`src/rtl/disp_irq_pkg.sv`:
```
package disp_irq_pkg;
  localparam int unsigned WORD_W   = 32;
  localparam int unsigned NUM_SRC  = 3;
  localparam int unsigned PEND_LSB = 0;
  localparam int unsigned EN_LSB   = 8;
  localparam int unsigned SUB_BIT  = 10;

  // next value of one pending bit: zero-write clears, one-write holds, event wins
  function automatic logic pend_next(input logic cur, input logic we,
                                     input logic wbit, input logic evt);
    logic kept;
    kept = we ? (cur & wbit) : cur;
    return kept | evt;
  endfunction

  function automatic logic irq_of(input logic [NUM_SRC-1:0] pend,
                                  input logic [NUM_SRC-1:0] en);
    return |(pend & en);
  endfunction
endpackage

```
`src/rtl/disp_irq_pend_bit.sv`:
```
module disp_irq_pend_bit (
  input  logic clk,
  input  logic rst_n,
  input  logic wr_en,
  input  logic wr_bit,
  input  logic evt,
  output logic pend_d,
  output logic pend_q
);
  import disp_irq_pkg::*;

  assign pend_d = pend_next(pend_q, wr_en, wr_bit, evt);

  always_ff @(posedge clk or negedge rst_n) begin
    if (!rst_n) pend_q <= 1'b0;
    else        pend_q <= pend_d;
  end

  p_evt_sets_r3: assert property (@(posedge clk) disable iff (!rst_n)
    evt |=> pend_q);
  p_evt_beats_clear_r6: assert property (@(posedge clk) disable iff (!rst_n)
    (wr_en && !wr_bit && evt) |=> pend_q);
  p_zero_clears_r4: assert property (@(posedge clk) disable iff (!rst_n)
    (wr_en && !wr_bit && !evt) |=> !pend_q);
  p_one_holds_r5: assert property (@(posedge clk) disable iff (!rst_n)
    (wr_en && wr_bit && !evt) |=> pend_q == $past(pend_q));
endmodule

```
`src/rtl/disp_irq_enables.sv`:
```
module disp_irq_enables #(
  parameter int unsigned N = 3
) (
  input  logic         clk,
  input  logic         rst_n,
  input  logic         wr_en,
  input  logic [N-1:0] wr_bits,
  output logic [N-1:0] en_d,
  output logic [N-1:0] en_q
);
  assign en_d = wr_en ? wr_bits : en_q;

  always_ff @(posedge clk or negedge rst_n) begin
    if (!rst_n) en_q <= '0;
    else        en_q <= en_d;
  end

  p_en_load_r2: assert property (@(posedge clk) disable iff (!rst_n)
    wr_en |=> en_q == $past(wr_bits));
  p_en_hold_r2: assert property (@(posedge clk) disable iff (!rst_n)
    !wr_en |=> $stable(en_q));
endmodule

```
`src/rtl/disp_irq_src_flag.sv`:
```
module disp_irq_src_flag (
  input  logic clk,
  input  logic rst_n,
  input  logic any_evt,
  input  logic is_sub,
  output logic sub_q
);
  always_ff @(posedge clk or negedge rst_n) begin
    if (!rst_n)       sub_q <= 1'b0;
    else if (any_evt) sub_q <= is_sub;
  end

  p_src_track_r9: assert property (@(posedge clk) disable iff (!rst_n)
    any_evt |=> sub_q == $past(is_sub));
  p_src_hold_r9: assert property (@(posedge clk) disable iff (!rst_n)
    !any_evt |=> $stable(sub_q));
endmodule

```
`src/rtl/disp_irq_reg.sv`:
```
module disp_irq_reg (
  input  logic        clk,
  input  logic        rst_n,
  input  logic        wr_en,
  input  logic [31:0] wr_data,
  input  logic        evt_frame_end,
  input  logic        evt_vs_start,
  input  logic        evt_vs_end,
  input  logic        evt_is_sub,
  output logic [31:0] ctl_rdata,
  output logic [31:0] stat_rdata,
  output logic        irq
);
  import disp_irq_pkg::*;

  localparam int unsigned N = NUM_SRC;

  // source index 2 = frame end, 1 = sync start, 0 = sync end
  logic [N-1:0] evt_vec;
  logic [N-1:0] pend_d, pend_q;
  logic [N-1:0] en_d, en_q;
  logic         any_evt;
  logic         sub_q;
  logic         irq_q;

  assign evt_vec = {evt_frame_end, evt_vs_start, evt_vs_end};
  assign any_evt = |evt_vec;

  for (genvar g = 0; g < N; g++) begin : g_pend
    disp_irq_pend_bit u_bit (
      .clk    (clk),
      .rst_n  (rst_n),
      .wr_en  (wr_en),
      .wr_bit (wr_data[PEND_LSB+g]),
      .evt    (evt_vec[g]),
      .pend_d (pend_d[g]),
      .pend_q (pend_q[g])
    );
  end

  disp_irq_enables #(.N(N)) u_en (
    .clk     (clk),
    .rst_n   (rst_n),
    .wr_en   (wr_en),
    .wr_bits (wr_data[EN_LSB +: N]),
    .en_d    (en_d),
    .en_q    (en_q)
  );

  disp_irq_src_flag u_src (
    .clk     (clk),
    .rst_n   (rst_n),
    .any_evt (any_evt),
    .is_sub  (evt_is_sub),
    .sub_q   (sub_q)
  );

  always_ff @(posedge clk or negedge rst_n) begin
    if (!rst_n) irq_q <= 1'b0;
    else        irq_q <= irq_of(pend_d, en_d);
  end

  always_comb begin
    ctl_rdata = '0;
    ctl_rdata[PEND_LSB +: N] = pend_q;
    ctl_rdata[EN_LSB +: N]   = en_q;
    stat_rdata = '0;
    stat_rdata[SUB_BIT] = sub_q;
  end

  assign irq = irq_q;

  p_irq_view_r7: assert property (@(posedge clk) disable iff (!rst_n)
    irq == |(ctl_rdata[PEND_LSB +: N] & ctl_rdata[EN_LSB +: N]));
  p_ack_keeps_en_r8: assert property (@(posedge clk) disable iff (!rst_n)
    (wr_en && wr_data == ctl_rdata && !any_evt) |=> $stable(ctl_rdata));
  p_spare_zero_r10: assert property (@(posedge clk) disable iff (!rst_n)
    ($countones(ctl_rdata) <= 6) && ($countones(stat_rdata) <= 1));
endmodule

```
`config.mk`:
```
export PLATFORM = sky130hd
export DESIGN_NAME = disp_irq_reg
export DESIGN_NICKNAME = d
export VERILOG_FILES = /design/src/rtl/disp_irq_pkg.sv /design/src/rtl/disp_irq_pend_bit.sv /design/src/rtl/disp_irq_enables.sv /design/src/rtl/disp_irq_src_flag.sv /design/src/rtl/disp_irq_reg.sv
export SDC_FILE = /design/constraint.sdc
export NUM_CORES = 1
export LEC_CHECK = 0
export ABC_CLOCK_PERIOD_IN_PS = 1200
export BUFFER_PORTS_ARGS = -buffer_cell sky130_fd_sc_hd__buf_2
export CORE_MARGIN = 5
export CORE_UTILIZATION = 30
export CTS_CLUSTER_SIZE = 28
export DETAILED_ROUTE_END_ITERATION = 6
export PLACE_DENSITY = 0.75
export SLEW_MARGIN = 15
export SYNTH_ARGS = -nofsm -noshare
export SYNTH_HDL_FRONTEND = slang
export SYNTH_HIERARCHICAL = 1
export SYNTH_SLANG_ARGS = --single-unit
```
`constraint.sdc`:
```
create_clock -name clk -period 1.2 [get_ports clk]
set_input_delay 0.12 -clock clk [delete_from_list [all_inputs] [get_ports clk]]
set_output_delay 0.12 -clock clk [all_outputs]
set_load 0.02 [all_outputs]
```
==> results of run 1 <==
[cell usage in the layout (no fill, tap or decap)]
cell type      synthesis  routed
mux2_4                 1       2
nand2b_1               3       3
inv_1                  1       1
buf_2                  0      20
dfrtp_1                8       8
clkbuf_4               0       3
a21o_1                 3       3
a222oi_1               1       1
or3_1                  1       1
mux2_2                 3       2
dlygate4sd3_1          0       1
conb_1                 1      57
[routing by layer]
layer  routed length (um)  vias up  global-route usage [%]
met5                    0        -                       0
met4                   19        0                   4.747
met3                  222        2                   1.512
met2                  608       45                   10.49
met1                  293      178                   4.047
li1                     -      181                       -
[flip-flops by register name (all words and copies together), names as in the netlist]
register and flops:
u_en/en_q 3, u_src/sub_q 1, irq 1, g_pend.u_bit/pend_q 3
[worst max-delay path: stages (launching register included)]
cell and delay [ns]:
dfrtp_1 0.37, mux2_4 0.27, a222oi_1 0.33, inv_1 0.07
[synth_stat cells (all sizes together)]
master	number
inv	1
mux2	4
a21o	3
a222oi	1
or3	1
conb	1
buf	58
nand2b	3
dfrtp	8
[final timing paths]
kind / endpoint / depth (start not counted)
setup / recovery: irq / 3
hold / removal: g_pend[1].u_bit/pend_q / 2
setup reg to reg: irq / 3
hold reg to reg: g_pend[1].u_bit/pend_q / 1
max in group asynchronous: u_src/sub_q / 2
min in group asynchronous: u_en/en_q[2] / 2
[cells by family (layout without fill, tap and decap cells)]
kind of cell    after synthesis  after routing  share of synthesized area (%)
mux                           4              4                          6.510
simple gates                  4              4                          3.340
flops                         8              8                          26.71
other cells                   1             57                         0.5004
compound gates                4              4                          4.340
buf+inv                      59             25                          58.60
[power by group]
group	internal [uW]	total, uW	switching, uW
Clock	113	188	74.4
Combinational	57.0	285	227
Sequential	294	303	9.42
Total	464	775	311
[final cells by class]
cell class	instances	area (sq um)
sequential	8	200.2
timing repair buffer	21	110.1
tap	30	37.54
fill	264	1734
multi-input combinational	69	324.1
clock buffer	3	22.52
inverter	1	3.754
[timing repair]
action	in CTS	in global routing
resized for setup	0	1
hold endpoints to repair	8	0
endpoints found under the setup margin	0	1
hold buffers	1	0
[stage by stage]
stage / setup WS (ns) / hold WS (ns) / setup TNS [ns]
detailed placement: 0.03426 / -0.03547 / 0
floorplan: 0.008915 / -0.1756 / 0
global placement: 0.03173 / -0.03477 / 0
global route: -0.02230 / 0.1124 / -0.02230
finish: 0.03618 / 0.1077 / 0
CTS: 0.02821 / 0.09965 / 0
==> metrics.txt, run 1 <==
cell taking the most area after synthesis=buf_4; Final Total Pwr=775.4 uW; Synth Register Bits=8; number of post-CTS setup repair buffers=0; gr usage total=5.363%; Ant. Diodes=0; Area Overhead vs Synth=-6.845%; RSZ-0062 raised after global routing=yes; gpl congestion=~0.70; Slew Viols, Final=0; Worst Setup SP=u_en/en_q[0]; Post-Syn Instances=80; syn avg cell area=9.368 sq um; initial core utilization=30.81%; Leakage Power=a little over 0.0004 uW; Worst EP required=1.32 ns; core footprint=roughly 2400 sq um; power density over the cells=1111 nW/um^2; Core Util, Final=28.70%; number of global-route vias before repair=346; DRC=0; Hold Path Class=in -> reg; first-pass GRT wire length=1.352 mm; final worst-path cycle share=~97%; max_cap viols=0; largest net degree at the start of global routing=9; total grt overflow=0; outcome=finished clean; die area=about 3600 sq um; count of final hold-check violations=0; Vias=406; CTS tree=yes; Post-DP HPWL=999.6 um; Fmax=859.2 MHz; Post-Route WL=between 1 and 1.5 mm; I/O Buffers=20; maximum vdd drop=0.3823 mV; Tmin final=about 1.2 ns; Via density=3.076; Worst R2R Start=u_en/en_q[0]; internal reg-to-reg setup slack=0.04 ns; final setup vio count=0; Boundary Pins=104; clock buffer count from CTS=3; placed cells=128; CTS Sinks=8; Seq/Total Area, Yosys=26.71%; initial antenna violation count=0; Finished Cell Area=approximately 700 sq um; Die X=59.98 um; Yosys top cell area share=58.10%; DRT Pass-1 Iters=4; remaining antenna violation count=0; Final Skew=0.004342 ns; Startpoint Class=flip-flop; WL/cell=~8.7 um; Syn Std Cell Area=749.5 sq um; overall die height=59.98 um; CTS Buffer Depth=2; Synth area leaders=buf_4, dfrtp_1, mux2_2; 1st-iter DRT viols=5; Post-Layout Cell Count=132; min-delay src=evt_vs_start; layout cell share with drive strength beyond 1=26.47%; CTS clk-pin slew, worst paths=0.05 ns; synth warn=6; arrival time worst endpoint=1.28 ns; CTS H-tree depth=1; clk_lat worst skew=0.24 ns; Rows=18; Yosys cell types=10; clk root buf=clkbuf_4; crit path kind=reg -> reg; Nets=143; crit path max fanout=2; placed instance area=661.9 sq um; crit end category=flip-flop
No activity file was read; power rests on OpenSTA's default activity.
==> run 2: changes to the inputs <==
ABC_CLOCK_PERIOD_IN_PS = 1000   (was 1200)
CORE_UTILIZATION = 27   (was 30)
PLACE_DENSITY = 0.71   (was 0.75)
clock period = 1 ns   (was 1.2 ns; I/O delays follow)
==> run 2 against run 1 <==
The run now ends with negative setup slack left. Combinational power rose by 23%. Clock-buffer cell count rose by 1. Critical path type unchanged. Wire length rose by 8.7%. Worst setup slack got worse by 0.19 ns. Final area rose by 2.9%. Cell count rose by 2.3%.
==> metrics.txt, run 2 (synthesis gave the netlist of run 1 again) <==
DRT Pass-1 Iters=4 (unchanged); Ant. Diodes=0 (unchanged); WP buf/inv=1 (unchanged); gpl congestion=0.7414 (+5.6%); sequential cell fraction of total power=37.7% (-1.4 points); crit end category=flip-flop; largest net degree at the start of global routing=9 (unchanged); Startpoint Class=flip-flop; power density over the cells=1346 nW/um^2 (+21%); Hold Path Class=in -> reg; Leakage Power=0.0004199 uW (+1.2%); Slew Viols, Final=0 (unchanged); Tmin final=1.157 ns (-0.006881 ns); overall die height=62.69 um (+4.5%); clock buffer count from CTS=3 (unchanged); largest registers=g_pend.u_bit/pend_q x3, u_en/en_q x3; CTS H-tree depth=1 (unchanged); remaining antenna violation count=0 (unchanged); core footprint=2710 sq um (+11%); layout cell share with drive strength beyond 1=27.88% (+1.4 points); max_cap viols=0 (unchanged); CTS tree=yes; Fmax=864.3 MHz (+0.59%); Nets=144 (+0.70%); setup TNS=-0.1569 ns (-0.1569 ns); Area Overhead vs Synth=-4.174%; CTS Buffer Depth=2 (unchanged); Worst EP required=1.12 ns (-0.20 ns); Clock power frac=26.1% (+1.9 points); gr usage total=5.117% (-0.25 points); first-pass GRT wire length=1.504 mm (+11%); total grt overflow=0 (unchanged); arrival time worst endpoint=1.28 ns (about the same); commonest non-fill, non-tap cell in the layout=conb_1; 1st-iter DRT viols=5 (unchanged); final setup vio count=1 (+1); number of global-route vias before repair=319 (-7.8%); Vias=396 (-2.5%); Via density=2.933 (-4.6%); Post-DP HPWL=1.121 mm (+12%); combinational power share=36.2% (-0.5 points); Die X=62.69 um (+4.5%); Rows=19 (+1); Final Skew=0.005690 ns (+0.001348 ns); most frequent cells in the layout=conb_1, buf_2, dfrtp_1; initial antenna violation count=0 (unchanged); Net Sw Power=387.9 uW (+25%); die area=3929 sq um (+9.2%); clk_lat worst skew=0.25 ns (about the same); Sw Share=40.12% (about the same); Post-Route WL=1.243 mm (+8.7%); clk root buf=clkbuf_4; crit path max fanout=2 (unchanged); WL/cell=9.207 um (+6.3%); Boundary Pins=104 (unchanged); outcome=finished with violations; Internal=578.9 uW (+25%); worst setup margin=-0.1569 ns (-0.1931 ns); RSZ-0062 raised after global routing=yes; final worst-path cycle share=115.7% (+19 points); crit-path cells=mux2_2, a222oi_1, inv_1; CTS Sinks=8 (unchanged); failing checks=negative setup slack; crit path kind=reg -> reg; Final Total Pwr=966.7 uW (+25%); Crit path largest cell delay=0.39 ns (+0.02 ns); cell family with most CP delay=flip-flops; I/O Buffers=20 (unchanged); Critical Path Slowest Stage Cell=dfrtp_2; count of final hold-check violations=0 (unchanged); DRC=0 (unchanged); Core Util, Final=26.50% (-2.2 points); maximum vdd drop=0.6335 mV (+66%); initial core utilization=27.65% (-3.2 points); CTS clk-pin slew, worst paths=0.05 ns (about the same)
==> run 2: changes by cell type in the layout (fill, tap and decap cells not counted), sizes merged <==
cell	change
buf	+1
clkbuf	+1
==> run 2: cell type report <==
type                    instances  area, sq um
clock buffers                   4        26.28
fillers                       286         1992
inverters                       1        3.754
multi-input cells              69        320.3
flip-flops and latches          8        201.4
well taps                      31        38.79
repair buffers                 22        127.6
==> run 2: routing by layer <==
metal	up-vias	routed length (um)	GRT usage, %
met1	180	308	4.457
met3	2	193	1.978
met5	-	0	0
met4	0	9	3.979
li1	183	-	-
met2	31	732	9.197
==> run 2: worst reg2reg max path: cells and delay by family, from the launching register on <==
family | cells | cell delay (ns)
flip-flops | 1 | 0.39
AO/OA/AOI/OAI | 1 | 0.31
multiplexers | 1 | 0.27
buffers and inverters | 1 | 0.06
==> run 2: per-stage QoR <==
step	instances	setup slack (ns)	hold slack, ns	cell area [sq um]
finish	135	-0.1569	0.07903	718.2
global placement	130	-0.1217	-0.05295	671.9
global route	135	-0.2703	0.08452	718.2
CTS	135	-0.1612	0.06568	714.4
floorplan	136	-0.1770	-0.1956	960.9
detailed placement	130	-0.1498	-0.05018	671.9
==> run 2: path summary, 6_finish.rpt <==
kind / start / endpoint / slack [ns] / depth (start not counted)
max: u_en/en_q[0] / irq / -0.16 / 3
min: evt_vs_end / g_pend[0].u_bit/pend_q / 0.08 / 2
max reg2reg: u_en/en_q[0] / irq / -0.16 / 3
min reg2reg: u_src/sub_q / u_src/sub_q / 0.51 / 1
max in group asynchronous: rst_n / u_en/en_q[0] / 0.57 / 2
min in group asynchronous: rst_n / u_en/en_q[2] / 0.25 / 2
==> run 2: what timing repair did <==
action	4_1_cts	5_1_grt
buffers inserted	0	1
pin swaps	0	0
endpoints found under the setup margin	2	2
resized for setup	2	1
endpoints found under the hold margin	8	0
hold buffers	1	0
==> run 2: power groups by stage <==
stage,clock [uW],sequential [uW],combinational (uW)
finish,252,365,350
global route,291,367,376
CTS,269,364,345
detailed placement,0,370,337
global placement,0,369,336
floorplan,0,403,404
